### config.mk
export PLATFORM = sky130hd
export DESIGN_NAME = phy_pwr_seq
export DESIGN_NICKNAME = d
export VERILOG_FILES = /design/src/rtl/phy_pwr_seq_pkg.sv /design/src/rtl/pwr_seq_timer.sv /design/src/rtl/pwr_seq_fsm.sv /design/src/rtl/phy_pwr_seq.sv
export SDC_FILE = /design/constraint.sdc
export NUM_CORES = 1
export LEC_CHECK = 0
export ABC_AREA = 1
export BUFFER_PORTS_ARGS = -buffer_cell sky130_fd_sc_hd__buf_2
export CAP_MARGIN = 25
export CELL_PAD_IN_SITES_DETAIL_PLACEMENT = 0
export CELL_PAD_IN_SITES_GLOBAL_PLACEMENT = 1
export CORE_ASPECT_RATIO = 0.8
export CORE_UTILIZATION = 36
export DETAILED_ROUTE_END_ITERATION = 7
export GPL_ROUTABILITY_DRIVEN = 0
export PLACE_DENSITY_LB_ADDON = 0.1
export REMOVE_ABC_BUFFERS = 1
export SLEW_MARGIN = 20
export SYNTH_ARGS = -nofsm -noshare
export SYNTH_HDL_FRONTEND = slang
export SYNTH_SLANG_ARGS = --single-unit
export TNS_END_PERCENT = 100
### constraint.sdc
create_clock -name clk -period 2.2 [get_ports clk]
set_clock_uncertainty 0.15 [all_clocks]
set_input_delay 0.22 -clock clk [delete_from_list [all_inputs] [get_ports clk]]
set_output_delay 0.22 -clock clk [all_outputs]
set_load 0.03 [all_outputs]
### src/rtl/phy_pwr_seq_pkg.sv
package phy_pwr_seq_pkg;
  typedef enum logic [2:0] {
    ST_IDLE   = 3'd0,
    ST_FORCE  = 3'd1,
    ST_CLKW   = 3'd2,
    ST_SETTLE = 3'd3,
    ST_CALW   = 3'd4,
    ST_DLLW   = 3'd5,
    ST_FAIL   = 3'd6
  } seq_state_t;

  localparam logic [1:0] CODE_OK  = 2'd0;
  localparam logic [1:0] CODE_CLK = 2'd1;
  localparam logic [1:0] CODE_CAL = 2'd2;
  localparam logic [1:0] CODE_DLL = 2'd3;
endpackage

### src/rtl/pwr_seq_timer.sv
module pwr_seq_timer #(
  parameter int CNT_W = 8
) (
  input  logic             clk,
  input  logic             rst,
  input  logic             load_i,
  input  logic [CNT_W-1:0] len_i,
  input  logic             run_i,
  output logic             zero_o
);
  logic [CNT_W-1:0] cnt_q;

  always_ff @(posedge clk) begin
    if (rst) begin
      cnt_q <= '0;
    end else if (load_i) begin
      cnt_q <= len_i - CNT_W'(1);
    end else if (run_i && cnt_q != '0) begin
      cnt_q <= cnt_q - CNT_W'(1);
    end
  end

  assign zero_o = (cnt_q == '0);

  // an interval never counts up on its own
  a_r6_timer_monotone: assert property (@(posedge clk) disable iff (rst)
    (!load_i && $past(!load_i) && !$past(rst)) |-> (cnt_q <= $past(cnt_q)));
endmodule

### src/rtl/pwr_seq_fsm.sv
module pwr_seq_fsm
  import phy_pwr_seq_pkg::*;
#(
  parameter int CLK_TMO    = 2000,
  parameter int SETTLE_CYC = 600,
  parameter int CAL_CYC    = 1000,
  parameter int DLL_CYC    = 5000,
  parameter int CNT_W      = 13
) (
  input  logic             clk,
  input  logic             rst,
  input  logic             req_stb_i,
  input  logic             req_on_i,
  input  logic             clk_rdy_i,
  input  logic             cal_done_i,
  input  logic             dll_rdy_i,
  input  logic             tmr_zero_i,
  output logic             tmr_load_o,
  output logic [CNT_W-1:0] tmr_len_o,
  output logic             tmr_run_o,
  output logic             int_clk_en_o,
  output logic             clk_out_en_o,
  output logic             pdb_o,
  output logic             endll_o,
  output logic             busy_o,
  output logic             done_o,
  output logic [1:0]       fail_code_o
);
  seq_state_t state_q;
  logic       on_q;
  logic [1:0] code_q;

  // interval loads happen exactly on the transitions into a wait state
  always_comb begin
    tmr_load_o = 1'b0;
    tmr_len_o  = '0;
    unique case (state_q)
      ST_FORCE: if (on_q) begin
        tmr_load_o = 1'b1;
        tmr_len_o  = CNT_W'(CLK_TMO);
      end
      ST_CLKW: if (clk_rdy_i) begin
        tmr_load_o = 1'b1;
        tmr_len_o  = CNT_W'(SETTLE_CYC);
      end
      ST_SETTLE: if (tmr_zero_i) begin
        tmr_load_o = 1'b1;
        tmr_len_o  = CNT_W'(CAL_CYC);
      end
      ST_CALW: if (tmr_zero_i && cal_done_i) begin
        tmr_load_o = 1'b1;
        tmr_len_o  = CNT_W'(DLL_CYC);
      end
      default: ;
    endcase
  end

  assign tmr_run_o = (state_q == ST_CLKW) || (state_q == ST_SETTLE) ||
                     (state_q == ST_CALW) || (state_q == ST_DLLW);

  always_ff @(posedge clk) begin
    if (rst) begin
      state_q      <= ST_IDLE;
      on_q         <= 1'b0;
      code_q       <= CODE_OK;
      int_clk_en_o <= 1'b0;
      clk_out_en_o <= 1'b0;
      pdb_o        <= 1'b0;
      endll_o      <= 1'b0;
      busy_o       <= 1'b0;
      done_o       <= 1'b0;
      fail_code_o  <= CODE_OK;
    end else begin
      unique case (state_q)
        ST_IDLE: if (req_stb_i) begin
          on_q        <= req_on_i;
          pdb_o       <= 1'b0;
          endll_o     <= 1'b0;
          busy_o      <= 1'b1;
          done_o      <= 1'b0;
          fail_code_o <= CODE_OK;
          if (req_on_i) clk_out_en_o <= 1'b0;
          state_q     <= ST_FORCE;
        end
        ST_FORCE: begin
          if (on_q) begin
            int_clk_en_o <= 1'b1;
            state_q      <= ST_CLKW;
          end else begin
            done_o  <= 1'b1;
            busy_o  <= 1'b0;
            state_q <= ST_IDLE;
          end
        end
        ST_CLKW: begin
          if (clk_rdy_i) begin
            clk_out_en_o <= 1'b1;
            state_q      <= ST_SETTLE;
          end else if (tmr_zero_i) begin
            code_q  <= CODE_CLK;
            state_q <= ST_FAIL;
          end
        end
        ST_SETTLE: if (tmr_zero_i) begin
          pdb_o   <= 1'b1;
          state_q <= ST_CALW;
        end
        ST_CALW: if (tmr_zero_i) begin
          if (cal_done_i) begin
            endll_o <= 1'b1;
            state_q <= ST_DLLW;
          end else begin
            pdb_o   <= 1'b0;
            endll_o <= 1'b0;
            code_q  <= CODE_CAL;
            state_q <= ST_FAIL;
          end
        end
        ST_DLLW: if (tmr_zero_i) begin
          if (dll_rdy_i) begin
            done_o  <= 1'b1;
            busy_o  <= 1'b0;
            state_q <= ST_IDLE;
          end else begin
            pdb_o   <= 1'b0;
            endll_o <= 1'b0;
            code_q  <= CODE_DLL;
            state_q <= ST_FAIL;
          end
        end
        ST_FAIL: begin
          done_o      <= 1'b1;
          fail_code_o <= code_q;
          busy_o      <= 1'b0;
          state_q     <= ST_IDLE;
        end
        default: state_q <= ST_IDLE;
      endcase
    end
  end

  // an accepted request starts a sequence with the analog side held off
  a_r2_accept: assert property (@(posedge clk) disable iff (rst)
    (!busy_o && req_stb_i) |=> (busy_o && !done_o && !pdb_o && !endll_o));
  // a reported failure never leaves the analog side powered
  a_r9_fail_safe: assert property (@(posedge clk) disable iff (rst)
    (done_o && fail_code_o != CODE_OK) |-> (!pdb_o && !endll_o));
  // power-down release only with both clocks running
  a_r6_pdb_clocked: assert property (@(posedge clk) disable iff (rst)
    $rose(pdb_o) |-> (int_clk_en_o && clk_out_en_o));
  // DLL enable only after power-down is released
  a_r7_endll_order: assert property (@(posedge clk) disable iff (rst)
    endll_o |-> pdb_o);
  // done and its code stay put while no request arrives
  a_r10_hold: assert property (@(posedge clk) disable iff (rst)
    (done_o && !req_stb_i) |=> (done_o && $stable(fail_code_o)));
  // done and busy are exclusive
  a_r10_done_idle: assert property (@(posedge clk) disable iff (rst)
    done_o |-> !busy_o);
endmodule

### src/rtl/phy_pwr_seq.sv
module phy_pwr_seq #(
  parameter int CLK_TMO    = 2000,
  parameter int SETTLE_CYC = 600,
  parameter int CAL_CYC    = 1000,
  parameter int DLL_CYC    = 5000
) (
  input  logic       clk,
  input  logic       rst,
  input  logic       req_stb_i,
  input  logic       req_on_i,
  input  logic       clk_rdy_i,
  input  logic       cal_done_i,
  input  logic       dll_rdy_i,
  output logic       int_clk_en_o,
  output logic       clk_out_en_o,
  output logic       pdb_o,
  output logic       endll_o,
  output logic       busy_o,
  output logic       done_o,
  output logic [1:0] fail_code_o
);
  localparam int MAX_A    = (CLK_TMO > SETTLE_CYC) ? CLK_TMO : SETTLE_CYC;
  localparam int MAX_B    = (CAL_CYC > DLL_CYC) ? CAL_CYC : DLL_CYC;
  localparam int MAX_WAIT = (MAX_A > MAX_B) ? MAX_A : MAX_B;
  localparam int CNT_W    = $clog2(MAX_WAIT + 1);

  logic             tmr_load;
  logic             tmr_run;
  logic             tmr_zero;
  logic [CNT_W-1:0] tmr_len;

  initial begin
    if (CLK_TMO < 1 || SETTLE_CYC < 1 || CAL_CYC < 1 || DLL_CYC < 1)
      $error("phy_pwr_seq: every interval must be at least one cycle");
  end

  pwr_seq_timer #(.CNT_W(CNT_W)) u_timer (
    .clk    (clk),
    .rst    (rst),
    .load_i (tmr_load),
    .len_i  (tmr_len),
    .run_i  (tmr_run),
    .zero_o (tmr_zero)
  );

  pwr_seq_fsm #(
    .CLK_TMO    (CLK_TMO),
    .SETTLE_CYC (SETTLE_CYC),
    .CAL_CYC    (CAL_CYC),
    .DLL_CYC    (DLL_CYC),
    .CNT_W      (CNT_W)
  ) u_fsm (
    .clk          (clk),
    .rst          (rst),
    .req_stb_i    (req_stb_i),
    .req_on_i     (req_on_i),
    .clk_rdy_i    (clk_rdy_i),
    .cal_done_i   (cal_done_i),
    .dll_rdy_i    (dll_rdy_i),
    .tmr_zero_i   (tmr_zero),
    .tmr_load_o   (tmr_load),
    .tmr_len_o    (tmr_len),
    .tmr_run_o    (tmr_run),
    .int_clk_en_o (int_clk_en_o),
    .clk_out_en_o (clk_out_en_o),
    .pdb_o        (pdb_o),
    .endll_o      (endll_o),
    .busy_o       (busy_o),
    .done_o       (done_o),
    .fail_code_o  (fail_code_o)
  );
endmodule

# Word level (Yosys, flattened, before mapping)
# Cells that the tools add are included.
# totals
ff_bits	27
input_bits	7
out_inout_bits	8
elab_cells	110
# op_classes
add_sub_neg	2
eq_ne	19
n_mux	54
n_reduce_logical	24
# op_table
cell	n
one-hot mux 13 bit (4 select lines)	1
two-way mux 13 bit	3
subtractor 13 x 1 -> 13 bit, second input constant	2
two-way mux 1 bit	22
two-way mux 3 bit	7
two-way mux 10 bit	2
two-way mux 2 bit	9
one-hot mux 3 bit (6 select lines)	1
inequality test 2 bit, second input constant	8
one-hot mux 1 bit (4 select lines)	4
AND reduction 5 bit	3
AND reduction 7 bit	2
zero test 13 bit	1
nonzero test 13 bit	1
two-way mux 11 bit	1
equality test 3 bit, second input constant	3
inequality test 2 x 1 -> 1 bit, second input constant	4
nonzero test 4 bit	2
equality test 3 x 2 -> 1 bit, second input constant	2
one-hot mux 2 bit (3 select lines)	1
AND reduction 2 bit	3
nonzero test 2 bit	3
nonzero test 3 bit	2
one-hot mux 2 bit (2 select lines)	1
8 further kinds	11

# Longest topological paths before layout
# logic_depth
ltp_word	7
mapped_depth	15
mapped_depth_nobuf	15

# Modules after synthesis
# From an unflattened synthesis, not the netlist that was laid out.
# hier_totals
cells_unflattened	367
area_unflattened_um2	2079.5
# modules_own_cells
module	instances	cells_per_inst	area_per_inst_um2	seq_area_each_um2
pwr_seq_timer	1	207	1149.9	260.2
pwr_seq_fsm	1	160	929.6	280.3

# Least setup slack after synthesis
# No wires, ideal clock.
# synth_timing
path_kind	flip-flop to flip-flop
startpoint	reg u_fsm.state_q[0]
endpoint	reg u_timer.cnt_q[8]
setup_ns	0.119
arrival_time_ns	1.880
required_ns	1.931
path_slack_ns	0.051
path_stages_with_launch	14
path_buffers	0
period_less_slack_ns	2.149
cell_sequence	dfxtp_1 -> nor2_2 -> nand2_2 -> nor2_2 -> nand3_2 -> nand3_2 -> inv_4 -> nand2_1 -> ha_1 -> inv_1 -> nor2_4 -> nand2_2 -> o21ai_0 -> a21oi_1
# synth_between
elab_chain_cells	6
elab_cells_between_ends	14
classes_between	add/sub (1); eq/ne (5); mux (3); reduce/logical (5)
# synth_lines
element	line	text
from (decl)	pwr_seq_fsm.sv:29	seq_state_t state_q;
from (signal assigned)	pwr_seq_fsm.sv:63	state_q <= ST_IDLE;
from (signal assigned)	pwr_seq_fsm.sv:83	state_q <= ST_FORCE;
from (signal assigned)	pwr_seq_fsm.sv:88	state_q <= ST_CLKW;
parallel branches: the longest is 6 deep, another holds subtractor 13 x 1 -> 13 bit	n/a	
to (signal assigned)	pwr_seq_timer.sv:17	cnt_q <= len_i - CNT_W'(1);
to (signal assigned)	pwr_seq_timer.sv:19	cnt_q <= cnt_q - CNT_W'(1);
to (decl)	pwr_seq_timer.sv:11	logic [CNT_W-1:0] cnt_q;
# Parallel ways; which one is timed is not known.
# A chain may end at the register's enable or synchronous reset.

# Worst setup path after layout
# layout_timing
startpoint	reg u_timer.cnt_q[6]
endpoint	reg u_timer.cnt_q[12]
# layout_between
elab_chain_cells	6
elab_cells_between_ends	15
classes_between	add/sub (2); mux (8); reduce/logical (5)
# layout_lines
element	line	text
zero test 13 bit	pwr_seq_timer.sv:23	assign zero_o = (cnt_q == '0);
logical AND 1 bit	pwr_seq_fsm.sv:50	ST_CALW: if (tmr_zero_i && cal_done_i) begin
two-way mux 13 bit	pwr_seq_fsm.sv:50	
one-hot mux 13 bit (4 select lines)	pwr_seq_fsm.sv:37	unique case (state_q)
subtractor 13 x 1 -> 13 bit	pwr_seq_timer.sv:17	
two-way mux 13 bit	pwr_seq_timer.sv:16	end else if (load_i) begin
# Several ways; a longest one is shown, not always the timed one. The select of a mux whose other input is x is not followed.

==> impl_metrics.toml <==
[route]
viasPerCell = 4.86
wl_per_cell_um = 13.3
drtIter0Drc = 156
detailroute.via_count = 1756
drc = 0
detail_route.wirelength_um = 4800
drtPass1Iterations = 4
ant_nets = 0

[timing]
finalSetupTns_ns = 0
slew_viol_final = 0
finalSetupViolCount = 0
timing_worst_slew_pin_value_ns = 0.549
setup_ws_ns = 0.136
timing.final.crit_period_ns = 2.06
max_freq_mhz = 485
holdWs_ns = 0.0799
grt_setup_unrepaired = "true"
slew_headroom_pct = 63.4
hold_viol_final = 0
period_share_pct = 93.8

[critical_path]
timing_worst_setup_path_type = "reg -> reg"
crit_path_frequent_cell = "sky130_fd_sc_hd__nand2_1"
timing.critical_path.from_type = "register"
crit_arrival_ns = 2.11
critical_path_cell_by_cell = "nor2_2 > nand2_1 > nor2_4 > nand3_4 > buf_4 > nand4_1 > nand2_1 > nor2_1 > nand3_1 > nand2_1 > nand3_1 > nand2_1 > inv_1"
critPathMaxStageDelay_ns = 0.36
worstPathRequired_ns = 2.25
timing.critical_path.to_type = "register"
critPathTopFamily = "simple AND/OR/NAND/NOR gates"
cp_num_cells = 13
reg2reg_setup_slack_ns = 0.14
crit_buf_inv = 2
timing.critical_path.slowest_stage_cell = "sky130_fd_sc_hd__dfxtp_2"
worst_r2r_path_depth = 13
crit_path_max_fanout = 7

[global_routing]
track_usage_pct = 20.4
grt_antenna_before_repair = 0
grt_pass1_wl_um = 7960
maximum_number_of_pins_on_one_net_before_global_route_repair = 18
vias_in_the_first_global_route = 1611
grt_overflow_total = 0

[synthesis]
cell_with_the_most_instances_after_synthesis = "sky130_fd_sc_hd__nand2_1"
yosysUniqueCellTypes = 29
syn-mean-instance-area_sq_um = 6.40
synth.yosys.warnings = 0
synth_top_flop_cell = "sky130_fd_sc_hd__dfxtp_1"
synth_enable_flop_cells = 0
synth.top_cells.by_area = "sky130_fd_sc_hd__dfxtp_1, sky130_fd_sc_hd__nand2_1, sky130_fd_sc_hd__inv_1"
yosys-top-cells-count = "sky130_fd_sc_hd__nand2_1, sky130_fd_sc_hd__inv_1, sky130_fd_sc_hd__nor2_1"
synthesis.instances = 271
post_synth_instance_area_sq_um = 1740
synth-seq-cells = 27
async_flop_share_pct = 0
synth_seq_area_share_pct = 31.1
yosys_top_cell_area_share_pct = 31.1
synthDominantAreaCellType = "sky130_fd_sc_hd__dfxtp_1"

[floorplanning]
die_x_um = 79.6
die_footprint_sq_um = 5100
initial_core_util_pct = 37.8
row_count = 22
die_height_um = 64.1
ios = 15
core_sq_um = 4600

[layout]
fin_nets = 310
layout.core_utilization_pct = 45.5
fillers = 509
layout-area-overhead-vs-synth_pct = 20.5
antenna_cells = 0
finish.instance_area_sq_um = 2090
final_layout_size_suffix_gt1_share_pct = 24.9
final-instance-count-excl-fill = 361

[power]
powerDensity_nw_per_um2 = 1470
static-leakage-power_nw = 1.13
pnr_total_power_mw = 3.07
vdd_drop_max_mv = 0.538

[place]
dp_hpwl_um = 3710
numPlacedInstances = 356
postPlaceCellArea_sq_um = 1980
post-place-ws_ns = 0.0387
placement.io_buffers = 14

[hold_path]
hold_path_class = "in -> reg"
worstHoldPathCells = 3

[clock_network]
htree_levels = 1
max-clock-path-buffers = 2
numClockSinks = 27
number_of_buffers_created_by_cts = 3
tritoncts = "yes"
root_buffer_selected_by_cts = "sky130_fd_sc_hd__clkbuf_8"
clock_latency_ns = 0.28
register_clock_pin_slew_on_the_reported_worst_setup_and_hold_paths_ns = 0.11

[run_status]
status = "complete, no violations"

[job]
count_of_max_cap_constraint_violations = 0
==> power by group <==
group	switching (mW)	total, mW	internal (mW)
combinational	1.30	2.03	0.736
sequential	0.108	0.744	0.636
clock	0.170	0.297	0.127
total	1.58	3.07	1.50
==> worst register-to-register path, stage by stage (launching register included) <==
cell and delay (ns):
sky130_fd_sc_hd__dfxtp_2 0.36, sky130_fd_sc_hd__nor2_2 0.12, sky130_fd_sc_hd__nand2_1 0.09, sky130_fd_sc_hd__nor2_4 0.21, sky130_fd_sc_hd__nand3_4 0.11, sky130_fd_sc_hd__buf_4 0.18, sky130_fd_sc_hd__nand4_1 0.16, sky130_fd_sc_hd__nand2_1 0.10
sky130_fd_sc_hd__nor2_1 0.18, sky130_fd_sc_hd__nand3_1 0.09, sky130_fd_sc_hd__nand2_1 0.06, sky130_fd_sc_hd__nand3_1 0.07, sky130_fd_sc_hd__nand2_1 0.06, sky130_fd_sc_hd__inv_1 0.03
==> cell families (layout without fill, tap and decap cells) <==
group | count (synthesis) | after routing | synth area share [%]
AND/OR/NAND/NOR | 145 | 145 | 41.0
XOR/XNOR | 1 | 1 | 0.505
AO/OA/AOI/OAI | 45 | 45 | 14.5
buffers and inverters | 52 | 82 | 12.1
adder cells (fa/ha/maj) | 1 | 1 | 0.721
flip-flops | 27 | 27 | 31.1
==> state kept, by name (all words and copies together), names as in the netlist, 2 cells and up <==
name,flops
u_fsm.state_q,3
u_timer.cnt_q,13
u_fsm.code_q,2
u_fsm.fail_code_o,2
==> layer usage <==
layer / routed length, um / track usage (%) / up-vias / part of all wire, %
li1: - / - / 947 / -
met5: 0 / 0 / - / 0
met1: 2620 / 30.8 / 764 / 55
met2: 1890 / 29.7 / 43 / 39
met4: 25 / 2.73 / 0 / 0.52
met3: 269 / 4.86 / 2 / 5.6
==> repair_timing <==
item / in CTS / in global routing
endpoints found under the hold margin: 0 / 0
hold buffers: 0 / 0
setup endpoints to repair: 0 / 11
resized for setup: 0 / 18
buffers inserted: 0 / 1
==> placed cells by master, fill, tap and decap left out, drive strengths merged, types with 7 or more instances in the layout <==
cell type / count
dfxtp: 27
nand2: 53
nand4: 12
inv: 48
a21oi: 17
o21ai: 18
nor2: 47
nand3: 25
buf: 30
nor3: 7
==> layout make-up <==
type,count,area (sq um),share of cell area [%]
multi-input combinational,192,1040,49.6
inverter,48,183,8.73
clock buffer,3,41.3,1.97
timing repair buffer,30,203,9.69
clock inverter,1,5.00,0.239
tap,60,75.1,3.59
sequential,27,548,26.2
==> path summary, 6_finish.rpt <==
| kind | from | endpoint |
|---|---|---|
| worst min-delay path | req_on_i | u_fsm.on_q$_SDFFE_PP0P_ |
| worst min register to register | u_fsm.busy_o$_SDFFE_PP0P_ | u_fsm.busy_o$_SDFFE_PP0P_ |
| worst max register to register | u_timer.cnt_q[6]$_SDFFE_PP0P_ | u_timer.cnt_q[12]$_SDFFE_PP0P_ |
| worst max-delay path | u_timer.cnt_q[6]$_SDFFE_PP0P_ | u_timer.cnt_q[12]$_SDFFE_PP0P_ |
Note: power is estimated with default switching activity, not from simulation.
